$ cat config.mk
export PLATFORM = sky130hd
export DESIGN_NAME = tmr8_cmp
export DESIGN_NICKNAME = d
export VERILOG_FILES = /design/src/rtl/tmr8_pkg.sv /design/src/rtl/tmr8_presc.sv /design/src/rtl/tmr8_core.sv /design/src/rtl/tmr8_wave.sv /design/src/rtl/tmr8_cmp.sv
export SDC_FILE = /design/constraint.sdc
export NUM_CORES = 1
export LEC_CHECK = 0
export ABC_AREA = 1
export ABC_CLOCK_PERIOD_IN_PS = 2550
export BUFFER_PORTS_ARGS = -buffer_cell sky130_fd_sc_hd__buf_2
export CORE_MARGIN = 1
export CORE_UTILIZATION = 40
export CTS_CLUSTER_SIZE = 10
export DETAILED_ROUTE_END_ITERATION = 12
export PLACE_DENSITY = 0.54
export SYNTH_ARGS = -nofsm -noshare
export SYNTH_HDL_FRONTEND = slang
export SYNTH_HIERARCHICAL = 1
export SYNTH_SLANG_ARGS = --single-unit
$ cat constraint.sdc
create_clock -name clk_i -period 2.55 [get_ports clk_i]
set_clock_uncertainty 0.2 [all_clocks]
set_input_delay 0 -clock clk_i [delete_from_list [all_inputs] [get_ports clk_i]]
set_output_delay 0 -clock clk_i [all_outputs]
set_load 0.01 [all_outputs]
$ cat src/rtl/tmr8_pkg.sv
package tmr8_pkg;
  typedef enum logic [1:0] {
    MODE_WRAP = 2'b00,
    MODE_CTC  = 2'b01,
    MODE_PC   = 2'b10,
    MODE_RSV  = 2'b11
  } mode_e;

  typedef enum logic [1:0] {
    PIN_OFF = 2'b00,
    PIN_TGL = 2'b01,
    PIN_CLR = 2'b10,
    PIN_SET = 2'b11
  } pin_e;

  localparam logic [1:0] ADDR_CNT  = 2'd0;
  localparam logic [1:0] ADDR_CMP  = 2'd1;
  localparam logic [1:0] ADDR_CTRL = 2'd2;
  localparam logic [1:0] ADDR_FLAG = 2'd3;

  localparam int NUM_DIV = 5;
  localparam int DIV_LOG2 [NUM_DIV] = '{0, 3, 6, 8, 10};
endpackage

$ cat src/rtl/tmr8_presc.sv
module tmr8_presc
  import tmr8_pkg::*;
#(
  parameter int PRE_W = 10,
  parameter int CS_W  = 3
) (
  input  logic            clk_i,
  input  logic            rst_ni,
  input  logic [CS_W-1:0] cs_i,
  output logic            tick_o
);
  logic [PRE_W-1:0]   div_q;
  logic [NUM_DIV-1:0] stb;

  always_ff @(posedge clk_i or negedge rst_ni) begin
    if (!rst_ni) div_q <= '0;
    else         div_q <= div_q + 1'b1;
  end

  for (genvar k = 0; k < NUM_DIV; k++) begin : g_tap
    if (DIV_LOG2[k] == 0) begin : g_full
      assign stb[k] = 1'b1;
    end else begin : g_div
      assign stb[k] = &div_q[DIV_LOG2[k]-1:0];
    end
  end

  always_comb begin
    tick_o = 1'b0;
    for (int k = 0; k < NUM_DIV; k++) begin
      if (int'(cs_i) == k + 1) tick_o = stb[k];
    end
  end
endmodule

$ cat src/rtl/tmr8_core.sv
module tmr8_core
  import tmr8_pkg::*;
#(
  parameter int W = 8
) (
  input  logic         clk_i,
  input  logic         rst_ni,
  input  logic         tick_i,
  input  mode_e        mode_i,
  input  logic [W-1:0] ocr_i,
  input  logic         wr_i,
  input  logic [W-1:0] wdata_i,
  output logic [W-1:0] cnt_o,
  output logic         down_o,
  output logic         ovf_evt_o,
  output logic         cmp_evt_o
);
  localparam logic [W-1:0] CNT_MAX = '1;

  logic [W-1:0] cnt_q, cnt_d;
  logic         down_q, down_d;
  logic         step, at_top, at_bot, match;

  // write to the count swallows the tick of that cycle
  assign step   = tick_i & ~wr_i;
  assign at_top = (cnt_q == CNT_MAX);
  assign at_bot = (cnt_q == '0);
  assign match  = (cnt_q == ocr_i);

  always_comb begin
    cnt_d  = cnt_q + 1'b1;
    down_d = 1'b0;
    unique case (mode_i)
      MODE_CTC: cnt_d = match ? '0 : cnt_q + 1'b1;
      MODE_PC: begin
        if (!down_q) begin
          down_d = at_top;
          cnt_d  = at_top ? cnt_q - 1'b1 : cnt_q + 1'b1;
        end else begin
          down_d = ~at_bot;
          cnt_d  = at_bot ? cnt_q + 1'b1 : cnt_q - 1'b1;
        end
      end
      default: cnt_d = cnt_q + 1'b1;
    endcase
  end

  always_ff @(posedge clk_i or negedge rst_ni) begin
    if (!rst_ni) begin
      cnt_q  <= '0;
      down_q <= 1'b0;
    end else begin
      if (wr_i)      cnt_q <= wdata_i;
      else if (step) cnt_q <= cnt_d;
      if (mode_i != MODE_PC) down_q <= 1'b0;
      else if (step)         down_q <= down_d;
    end
  end

  assign ovf_evt_o = step & ((mode_i == MODE_PC) ? (at_bot & down_q) : at_top);
  assign cmp_evt_o = step & match;
  assign cnt_o     = cnt_q;
  assign down_o    = down_q;
endmodule

$ cat src/rtl/tmr8_wave.sv
module tmr8_wave
  import tmr8_pkg::*;
(
  input  logic  clk_i,
  input  logic  rst_ni,
  input  logic  evt_i,
  input  mode_e mode_i,
  input  pin_e  act_i,
  input  logic  down_i,
  output logic  wave_o
);
  logic pin_q;

  always_ff @(posedge clk_i or negedge rst_ni) begin
    if (!rst_ni) begin
      pin_q <= 1'b0;
    end else if (evt_i && act_i != PIN_OFF) begin
      if (mode_i == MODE_PC) begin
        pin_q <= down_i;
      end else begin
        unique case (act_i)
          PIN_TGL: pin_q <= ~pin_q;
          PIN_CLR: pin_q <= 1'b0;
          PIN_SET: pin_q <= 1'b1;
          default: pin_q <= pin_q;
        endcase
      end
    end
  end

  assign wave_o = (act_i != PIN_OFF) & pin_q;
endmodule

$ cat src/rtl/tmr8_cmp.sv
module tmr8_cmp
  import tmr8_pkg::*;
#(
  parameter int CNT_W = 8,
  parameter int PRE_W = 10,
  parameter int CS_W  = 3
) (
  input  logic             clk_i,
  input  logic             rst_ni,
  input  logic             reg_wr_i,
  input  logic [1:0]       reg_addr_i,
  input  logic [CNT_W-1:0] reg_wdata_i,
  output logic [CNT_W-1:0] reg_rdata_o,
  input  logic             gie_i,
  input  logic             ovf_ack_i,
  input  logic             cmp_ack_i,
  output logic             irq_ovf_o,
  output logic             irq_cmp_o,
  output logic             wave_o
);
  logic [CNT_W-1:0] ocr_q, cnt;
  logic [CS_W-1:0]  cs_q;
  mode_e            mode_q;
  pin_e             act_q;
  logic             ovf_ie_q, cmp_ie_q, ovf_flag_q, cmp_flag_q;
  logic             tick, down, ovf_evt, cmp_evt;
  logic             wr_cnt, wr_cmp, wr_ctrl, wr_flag;
  logic             ovf_clr, cmp_clr;

  assign wr_cnt  = reg_wr_i && reg_addr_i == ADDR_CNT;
  assign wr_cmp  = reg_wr_i && reg_addr_i == ADDR_CMP;
  assign wr_ctrl = reg_wr_i && reg_addr_i == ADDR_CTRL;
  assign wr_flag = reg_wr_i && reg_addr_i == ADDR_FLAG;
  assign ovf_clr = ovf_ack_i | (wr_flag & reg_wdata_i[0]);
  assign cmp_clr = cmp_ack_i | (wr_flag & reg_wdata_i[1]);

  tmr8_presc #(.PRE_W(PRE_W), .CS_W(CS_W)) u_presc (
    .clk_i (clk_i),
    .rst_ni(rst_ni),
    .cs_i  (cs_q),
    .tick_o(tick)
  );

  tmr8_core #(.W(CNT_W)) u_core (
    .clk_i    (clk_i),
    .rst_ni   (rst_ni),
    .tick_i   (tick),
    .mode_i   (mode_q),
    .ocr_i    (ocr_q),
    .wr_i     (wr_cnt),
    .wdata_i  (reg_wdata_i),
    .cnt_o    (cnt),
    .down_o   (down),
    .ovf_evt_o(ovf_evt),
    .cmp_evt_o(cmp_evt)
  );

  tmr8_wave u_wave (
    .clk_i (clk_i),
    .rst_ni(rst_ni),
    .evt_i (cmp_evt),
    .mode_i(mode_q),
    .act_i (act_q),
    .down_i(down),
    .wave_o(wave_o)
  );

  always_ff @(posedge clk_i or negedge rst_ni) begin
    if (!rst_ni) begin
      ocr_q    <= '0;
      cs_q     <= '0;
      mode_q   <= MODE_WRAP;
      act_q    <= PIN_OFF;
      ovf_ie_q <= 1'b0;
      cmp_ie_q <= 1'b0;
    end else begin
      if (wr_cmp) ocr_q <= reg_wdata_i;
      if (wr_ctrl) begin
        cs_q   <= reg_wdata_i[CS_W-1:0];
        mode_q <= mode_e'(reg_wdata_i[4:3]);
        act_q  <= pin_e'(reg_wdata_i[6:5]);
      end
      if (wr_flag) begin
        ovf_ie_q <= reg_wdata_i[4];
        cmp_ie_q <= reg_wdata_i[5];
      end
    end
  end

  // a new event outranks a clear in the same cycle
  always_ff @(posedge clk_i or negedge rst_ni) begin
    if (!rst_ni) begin
      ovf_flag_q <= 1'b0;
      cmp_flag_q <= 1'b0;
    end else begin
      if (ovf_evt)      ovf_flag_q <= 1'b1;
      else if (ovf_clr) ovf_flag_q <= 1'b0;
      if (cmp_evt)      cmp_flag_q <= 1'b1;
      else if (cmp_clr) cmp_flag_q <= 1'b0;
    end
  end

  always_comb begin
    reg_rdata_o = '0;
    unique case (reg_addr_i)
      ADDR_CNT: reg_rdata_o = cnt;
      ADDR_CMP: reg_rdata_o = ocr_q;
      ADDR_CTRL: begin
        reg_rdata_o[CS_W-1:0] = cs_q;
        reg_rdata_o[4:3]      = mode_q;
        reg_rdata_o[6:5]      = act_q;
      end
      default: begin
        reg_rdata_o[0] = ovf_flag_q;
        reg_rdata_o[1] = cmp_flag_q;
        reg_rdata_o[4] = ovf_ie_q;
        reg_rdata_o[5] = cmp_ie_q;
      end
    endcase
  end

  assign irq_ovf_o = ovf_flag_q & ovf_ie_q & gie_i;
  assign irq_cmp_o = cmp_flag_q & cmp_ie_q & gie_i;
endmodule

==> results of run 1 <==
## critical path, stage by stage
cell and delay, ns:
dlygate4sd3_1 0.53, buf_2 0.22, inv_2 0.14, nand2_4 0.08
nor2_8 0.14, nand2_1 0.06, dlygate4sd3_1 0.55, nand2_1 0.06
dlygate4sd3_1 0.54
## metal layers
metal  global-route usage  up-vias  wire (µm)
li1                     -     1299          -
met1                0.305     1161       3500
met2                0.342       69       3220
met3               0.0302        9        383
met4               0.0555        0         96
met5                    0        -          0
## power by group through the flow
stage / Sequential, µW / Combinational, µW / Clock (µW)
4_1_cts: 917 / 846 / 638
6_report: 918 / 843 / 626
5_1_grt: 939 / 975 / 653
3_3_place_gp: 929 / 809 / 0
2_1_floorplan: 826 / 684 / 0
3_5_place_dp: 928 / 817 / 0
## sequential cells by signal (all words and copies together), names as in the netlist
name	count
cs_q	3
cmp_ie_q	1
act_q	2
u_wave/pin_q	1
ovf_ie_q	1
u_core/cnt_o	8
ovf_flag_q	1
u_presc/div_q	10
u_core/down_o	1
ocr_q	8
cmp_flag_q	1
mode_q	2
## cell usage in the layout, fill, tap and decap left out
cell type and n:
nand2_1 143, inv_1 42, dfrtp_1 39, nand3_1 32, nor2_1 27, buf_2 26
dlygate4sd3_1 20, xor2_1 12, inv_2 10, nand4_1 7, nand2_4 7, o21ai_1 7
a22oi_1 7, ha_1 7, nor3_1 6, nand2_2 6, clkbuf_8 5, nor2_4 4
xnor2_1 4, nor2_8 3, nand3_4 3, buf_4 3, bufinv_16 2, nor2_2 2
o21ai_0 2, nand3b_1 2, inv_4 1, clkbuf_1 1, a21oi_1 1, o21ai_2 1
a31oi_1 1, nor3_2 1, or2_0 1, o21a_1 1
## final cells by class
| type | count | area (µm²) | share of cell area |
|---|---|---|---|
| clock buffer | 6 | 72.6 | 0.0220 |
| tap | 77 | 96.3 | 0.0292 |
| inverter | 53 | 201 | 0.0610 |
| clock inverter | 2 | 60.1 | 0.0182 |
| timing repair buffer | 49 | 353 | 0.107 |
| sequential | 39 | 976 | 0.296 |
| multi-input combinational | 287 | 1540 | 0.467 |
## worst paths after layout
kind,start,endpoint,slack [ns],cells past startpoint
setup / recovery,reg_addr_i[1],ocr_q[7]$_DFFE_PN0P_,0.26,9
hold / removal,gie_i,irq_cmp_o,0.13,4
setup reg to reg,u_presc/div_q[0]$_DFF_PN0_,u_wave/pin_q$_DFFE_PN0P_,0.40,15
hold reg to reg,u_presc/div_q[0]$_DFF_PN0_,u_presc/div_q[0]$_DFF_PN0_,0.25,1
max in group asynchronous,rst_ni,u_presc/div_q[2]$_DFF_PN0_,1.40,2
min in group asynchronous,rst_ni,ovf_flag_q$_DFFE_PN0P_,0.17,2
## stage by stage
stage / utilization / power [µW]
after global routing: 0.506 / 2570
final: 0.506 / 2390
after CTS: 0.506 / 2400
after detailed placement: 0.455 / 1740
after floorplan: - / 1510
after global placement: 0.455 / 1740
## cell families (layout without fill, tap and decap cells)
family,Yosys count,count (layout),synth area share
AO/OA/AOI/OAI,20,20,0.0451
XOR/XNOR,16,16,0.0506
AND/OR/NAND/NOR,244,244,0.429
adder cells (fa/ha/maj),7,7,0.0316
flip-flops,39,39,0.352
buffers and inverters,59,110,0.0912
==> summary.md, run 1 <==
| Metric | Value |
|---|---|
| Worst Tran Pin Value | `about 0.9 ns` |
| Clock power share | `0.262` |
| Synth area leader | `dfrtp_1` |
| Yosys reg bits | `39` |
| Post-synthesis cell count | `385` |
| Worst Path Required | `2.58 ns` |
| Critical path start-end classification | `primary input to flip-flop` |
| Total vias in the final route | `around 2,500` |
| Switching power summed over all nets | `around 940 µW` |
| Horizontal die dimension | `about 85 µm` |
| CP Launch Type | `primary input` |
| Most frequent cells after synthesis | `nand2_1, inv_1, dfrtp_1` |
| Sum of negative setup slack | `0 ns` |
| Final Critical Period | `2.29 ns` |
| Total number of nets in the final design | `~460` |
| Vias in the first global route | `~2,300` |
| Result of the run | `complete, no violations` |
| Die Footprint | `7270 µm²` |
| Final Max Tran Viols | `0` |
| Share of synthesized area occupied by flip-flops and latches | `0.352` |
| Vertical die dimension | `85.2 µm` |
| Maximum fanout along the worst path | `13` |
| VDD IR-drop max | `roughly 360 µV` |
| Number of enable flip-flop cells after synthesis | `0` |
| Routed Wire Length | `7.20 mm` |
| Endpoint arrival time on the critical path | `between 2 and 2.5 ns` |
| Final setup vio count | `0` |
| Number of antenna violations at the first check in global routing | `0` |
| RePlAce Congestion | `0.822` |
| Count of filler cells inserted in the layout | `~650` |
| Most numerous cell in the Yosys netlist | `nand2_1` |
| Initial Util | `0.424` |
| Number of buffers inserted by hold repair at cts | `20` |
| Synthesis-to-layout area growth | `19.1%` |
| Portion of synthesized cell area occupied by the leading cell type | `0.352` |
| Setup repair after global routing missed its margin | `false` |
| Grt total ovfl | `0` |
| IO Port Bufs | `26` |
| Number of diodes added for antenna fixing | `0` |
| Largest net degree at the start of global routing | `40` |
| Number of design-rule violations left by the first detailed-router iteration | `177` |
| Classification of the worst-slack hold path | `primary input to output port` |
| Flop pwr share | `0.385` |
| Total global-route track usage | `0.215` |
| Count of placed standard cells including taps | `just under 500` |
| Kind of capture point of the worst setup path | `flip-flop` |
| Dominant register cell in the synthesized netlist | `dfrtp_1` |
| CTS max path bufs | `2` |
| Hold slack | `roughly 0.13 ns` |
| Pwr per Cell Area | `about 720 nW/µm²` |
| Internal power | `roughly 1400 µW` |
| Global-route wire length before repair | `between 10 and 15 mm` |
| Synthesized net count | `about 410` |
| Sw Ratio | `0.394` |
| Fraction of power consumed by combinational cells | `0.353` |
| Floorplan core area | `about 6500 µm²` |
| F_max | `roughly 440 MHz` |
| Count of clock tree sinks | `39` |
| Cell area after layout | `3300 µm²` |
| Share of post-route cells with drive strength above 1 | `0.170` |
| MaxCap Viol Count | `0` |
| Max_slew headroom | `0.388` |
| Reported leakage power | `between 0.0015 and 0.002 µW` |
| Count of boundary I/O pins | `27` |
| Async set-reset flop share out of synthesis | `1.00` |
| Cell at the root of the clock tree | `clkbuf_8` |
| Via density per instance | `4.95` |
| Post-detailed-route DRC marker count | `0` |
| Final period utilization | `0.897` |
| Post-CTS Setup Inserts | `0` |
| Remaining number of nets flagged by the antenna check after routing | `0` |
| Later-pin clock latency in the skew report | `around 0.30 ns` |
| Post-DR wirelength/cell | `between 10 and 15 µm` |
| H-Tree Level Count | `2` |
| Mean cell area of the mapped netlist | `7.20 µm²` |
| Worst slack, placed | `~0.44 ns` |
| TritonCTS clock tree | `done` |
| Worst setup margin | `between 0.2 and 0.3 ns` |
| DP Wirelength | `between 5 and 6 mm` |
| Number of standard-cell rows in the floorplan | `29` |
| Clock transition at the registers of the reported paths | `0.08 ns` |
| Number of hold-slack violations in the final timing report | `0` |
| Placed Instance Area | `around 3000 µm²` |
| Number of distinct library cells after synthesis | `31` |
| Warnings from Yosys | `6` |
| Non-Filler Instances | `~500` |
| Cell area after technology mapping | `between 2000 and 3000 µm²` |
| Top cells by area in the synthesized netlist | `dfrtp_1, nand2_1, nand3_1` |
| CTS buffer count | `5` |
| PostCTS Resize Cnt | `0` |
| First-pass detailed-route iteration total | `4` |
(Power assumes the default switching activity.)
==> inputs of run 2 (changes only) <==
--- a/config.mk
+++ b/config.mk
@@ -7,7 +7,7 @@
 export LEC_CHECK = 0
 export ABC_AREA = 1
 export ABC_CLOCK_PERIOD_IN_PS = 2550
-export BUFFER_PORTS_ARGS = -buffer_cell sky130_fd_sc_hd__buf_2
+export BUFFER_PORTS_ARGS = -buffer_cell sky130_fd_sc_hd__buf_4
 export CORE_MARGIN = 1
 export CORE_UTILIZATION = 40
 export CTS_CLUSTER_SIZE = 10
==> run 2 against run 1 <==
Worst hold slack worse by 0.10 ns. Design area is 2.0% higher. Register-to-register slack better by 0.04 ns. Sequential power hardly changed. Non-clock buffer count is 2 higher. Highest routed layer unchanged. Via count hardly changed. Largest power group unchanged. Total power is 3.1% lower. Die area stayed put. Count of clock-buffer cells in the layout is 1 lower. Largest cell class unchanged. Clock power is 16% lower. Combinational power is 3.6% higher.
==> summary.md, run 2 (synthesis results as in run 1) <==
| Metric | Value |
|---|---|
| Post-DR wirelength/cell | `~14 µm` |
| Reported leakage power | `0.00176 µW` |
| Number of flip-flops in the largest register | `10` |
| Die Footprint | `about 7300 µm²` |
| Classification of the worst-slack hold path | `primary input to asynchronous set/reset pin` |
| Count of boundary I/O pins | `27` |
| Maximum fanout along the worst path | `13` |
| Kind of capture point of the worst setup path | `flip-flop` |
| Later-pin clock latency in the skew report | `slightly below 0.3 ns` |
| Final Total Pwr | `~2300 µW` |
| Final Max Tran Viols | `0` |
| Endpoint arrival time on the critical path | `2.32 ns` |
| Number of design-rule violations left by the first detailed-router iteration | `roughly 140` |
| Grt total ovfl | `0` |
| Total number of nets in the final design | `between 400 and 500` |
| DP Wirelength | `between 5 and 6 mm` |
| Worst Path Required | `~2.6 ns` |
| MaxCap Viol Count | `0` |
| Vias in the first global route | `approximately 2,500` |
| Most common cell after layout, fill and taps aside | `nand2_1` |
| Sum of negative setup slack | `0 ns` |
| Cell at the root of the clock tree | `clkbuf_8` |
| Routed Wire Length | `approximately 7.4 mm` |
| Number of antenna violations at the first check in global routing | `0` |
| Largest Register | `u_presc/div_q` |
| H-Tree Level Count | `2` |
| Number of diodes added for antenna fixing | `0` |
| Clock transition at the registers of the reported paths | `around 0.08 ns` |
| Total vias in the final route | `approximately 2,500` |
| CP Launch Type | `primary input` |
| Setup slack, reg-to-reg | `between 0.4 and 0.5 ns` |
| Worst Tran Pin Value | `approximately 0.54 ns` |
| Count of filler cells inserted in the layout | `just under 700` |
| IO Port Bufs | `26` |
| Post-detailed-route DRC marker count | `0` |
| Vertical die dimension | `85.2 µm` |
| Result of the run | `complete, no violations` |
| Most frequent cells in the layout | `nand2_1, inv_1, dfrtp_1, nand3_1, buf_4` |
| Total global-route track usage | `0.226` |
| TritonCTS clock tree | `done` |
| F_max | `435 MHz` |
| Global-route wire length before repair | `between 10 and 15 mm` |
| Largest net degree at the start of global routing | `40` |
| Horizontal die dimension | `85.2 µm` |
| Floorplan core area | `6530 µm²` |
| CTS max path bufs | `2` |
| Final setup vio count | `0` |
| Number of standard-cell rows in the floorplan | `29` |
| Critical path start-end classification | `primary input to flip-flop` |
| Non-Filler Instances | `approximately 520` |
| Initial Util | `0.424` |
| RePlAce Congestion | `around 0.8` |
| First-pass detailed-route iteration total | `4` |
| Share of post-route cells with drive strength above 1 | `0.171` |
| Synthesis-to-layout area growth | `21.5%` |
| VDD IR-drop max | `approximately 340 µV` |
| Final period utilization | `0.901` |
| Via density per instance | `a little under 5` |
| PostCTS Resize Cnt | `0` |
| Count of placed standard cells including taps | `just under 500` |
| Remaining number of nets flagged by the antenna check after routing | `0` |
| Final Critical Period | `~2.3 ns` |
| Count of clock tree sinks | `39` |
| Number of hold-slack violations in the final timing report | `0` |
| Pwr per Cell Area | `a little under 700 nW/µm²` |
| Max_slew headroom | `0.641` |
| CTS buffer count | `5` |
| Setup repair after global routing missed its margin | `false` |
run 2: power breakdown:
group	total, µW	internal, µW	leakage, µW	switching [µW]
logic	873	367	0.00121	506
registers	916	717	0.000495	199
clock network	523	292	0.0000581	231
total	2310	1380	0.00176	936
run 2: worst paths after layout:
path	to	startpoint	cells past startpoint
max in group asynchronous	u_core/cnt_o[2]$_DFFE_PN0P_	rst_ni	2
setup reg to reg	u_wave/pin_q$_DFFE_PN0P_	u_presc/div_q[0]$_DFF_PN0_	15
setup / recovery	ocr_q[2]$_DFFE_PN0P_	reg_addr_i[1]	9
hold reg to reg	u_presc/div_q[0]$_DFF_PN0_	u_presc/div_q[0]$_DFF_PN0_	1
min in group clk_i	irq_cmp_o	gie_i	4
hold / removal	ovf_ie_q$_DFFE_PN0N_	rst_ni	2
run 2: worst max-delay path, cell delays in order:
cell and delay, ns:
dlygate4sd3_1 0.53, buf_4 0.20, inv_2 0.12, nand2_4 0.08
nor2_8 0.15, nand2_1 0.07, dlygate4sd3_1 0.56, nand2_1 0.07
dlygate4sd3_1 0.55
run 2: cell type report:
cell class	count	area, µm²	share of cell area
Sequential cell	39	976	0.290
Clock buffer	5	68.8	0.0204
Multi-Input combinational cell	287	1540	0.458
Tap cell	77	96.3	0.0286
Inverter	53	201	0.0598
Clock inverter	3	43.8	0.0130
Timing Repair Buffer	51	438	0.130
run 2: metrics by stage:
| stage | instance area (µm²) | util | hold WS (ns) | setup WS, ns |
|---|---|---|---|---|
| CTS | 3370 | 0.516 | 0.0508 | 0.308 |
| floorplan | 2770 | - | -0.496 | 0.482 |
| global route | 3370 | 0.516 | 0.0700 | 0.160 |
| global placement | 3030 | 0.465 | -0.182 | 0.541 |
| finish | 3370 | 0.516 | 0.0303 | 0.253 |
| detailed placement | 3030 | 0.465 | -0.176 | 0.471 |
run 2: repair_timing:
| action | 4_1_cts | 5_1_grt |
|---|---|---|
| hold buffers | 22 | 0 |
| hold endpoints to repair | 66 | 0 |
| buffers inserted | 0 | 0 |
run 2: layer usage:
layer,routed length [µm],share of wire,GRT usage,up-vias
met5,0,0,0,-
met4,127,0.017,0.0586,0
met3,349,0.047,0.0477,9
met2,3450,0.47,0.367,49
met1,3450,0.47,0.306,1181
li1,-,-,-,1301
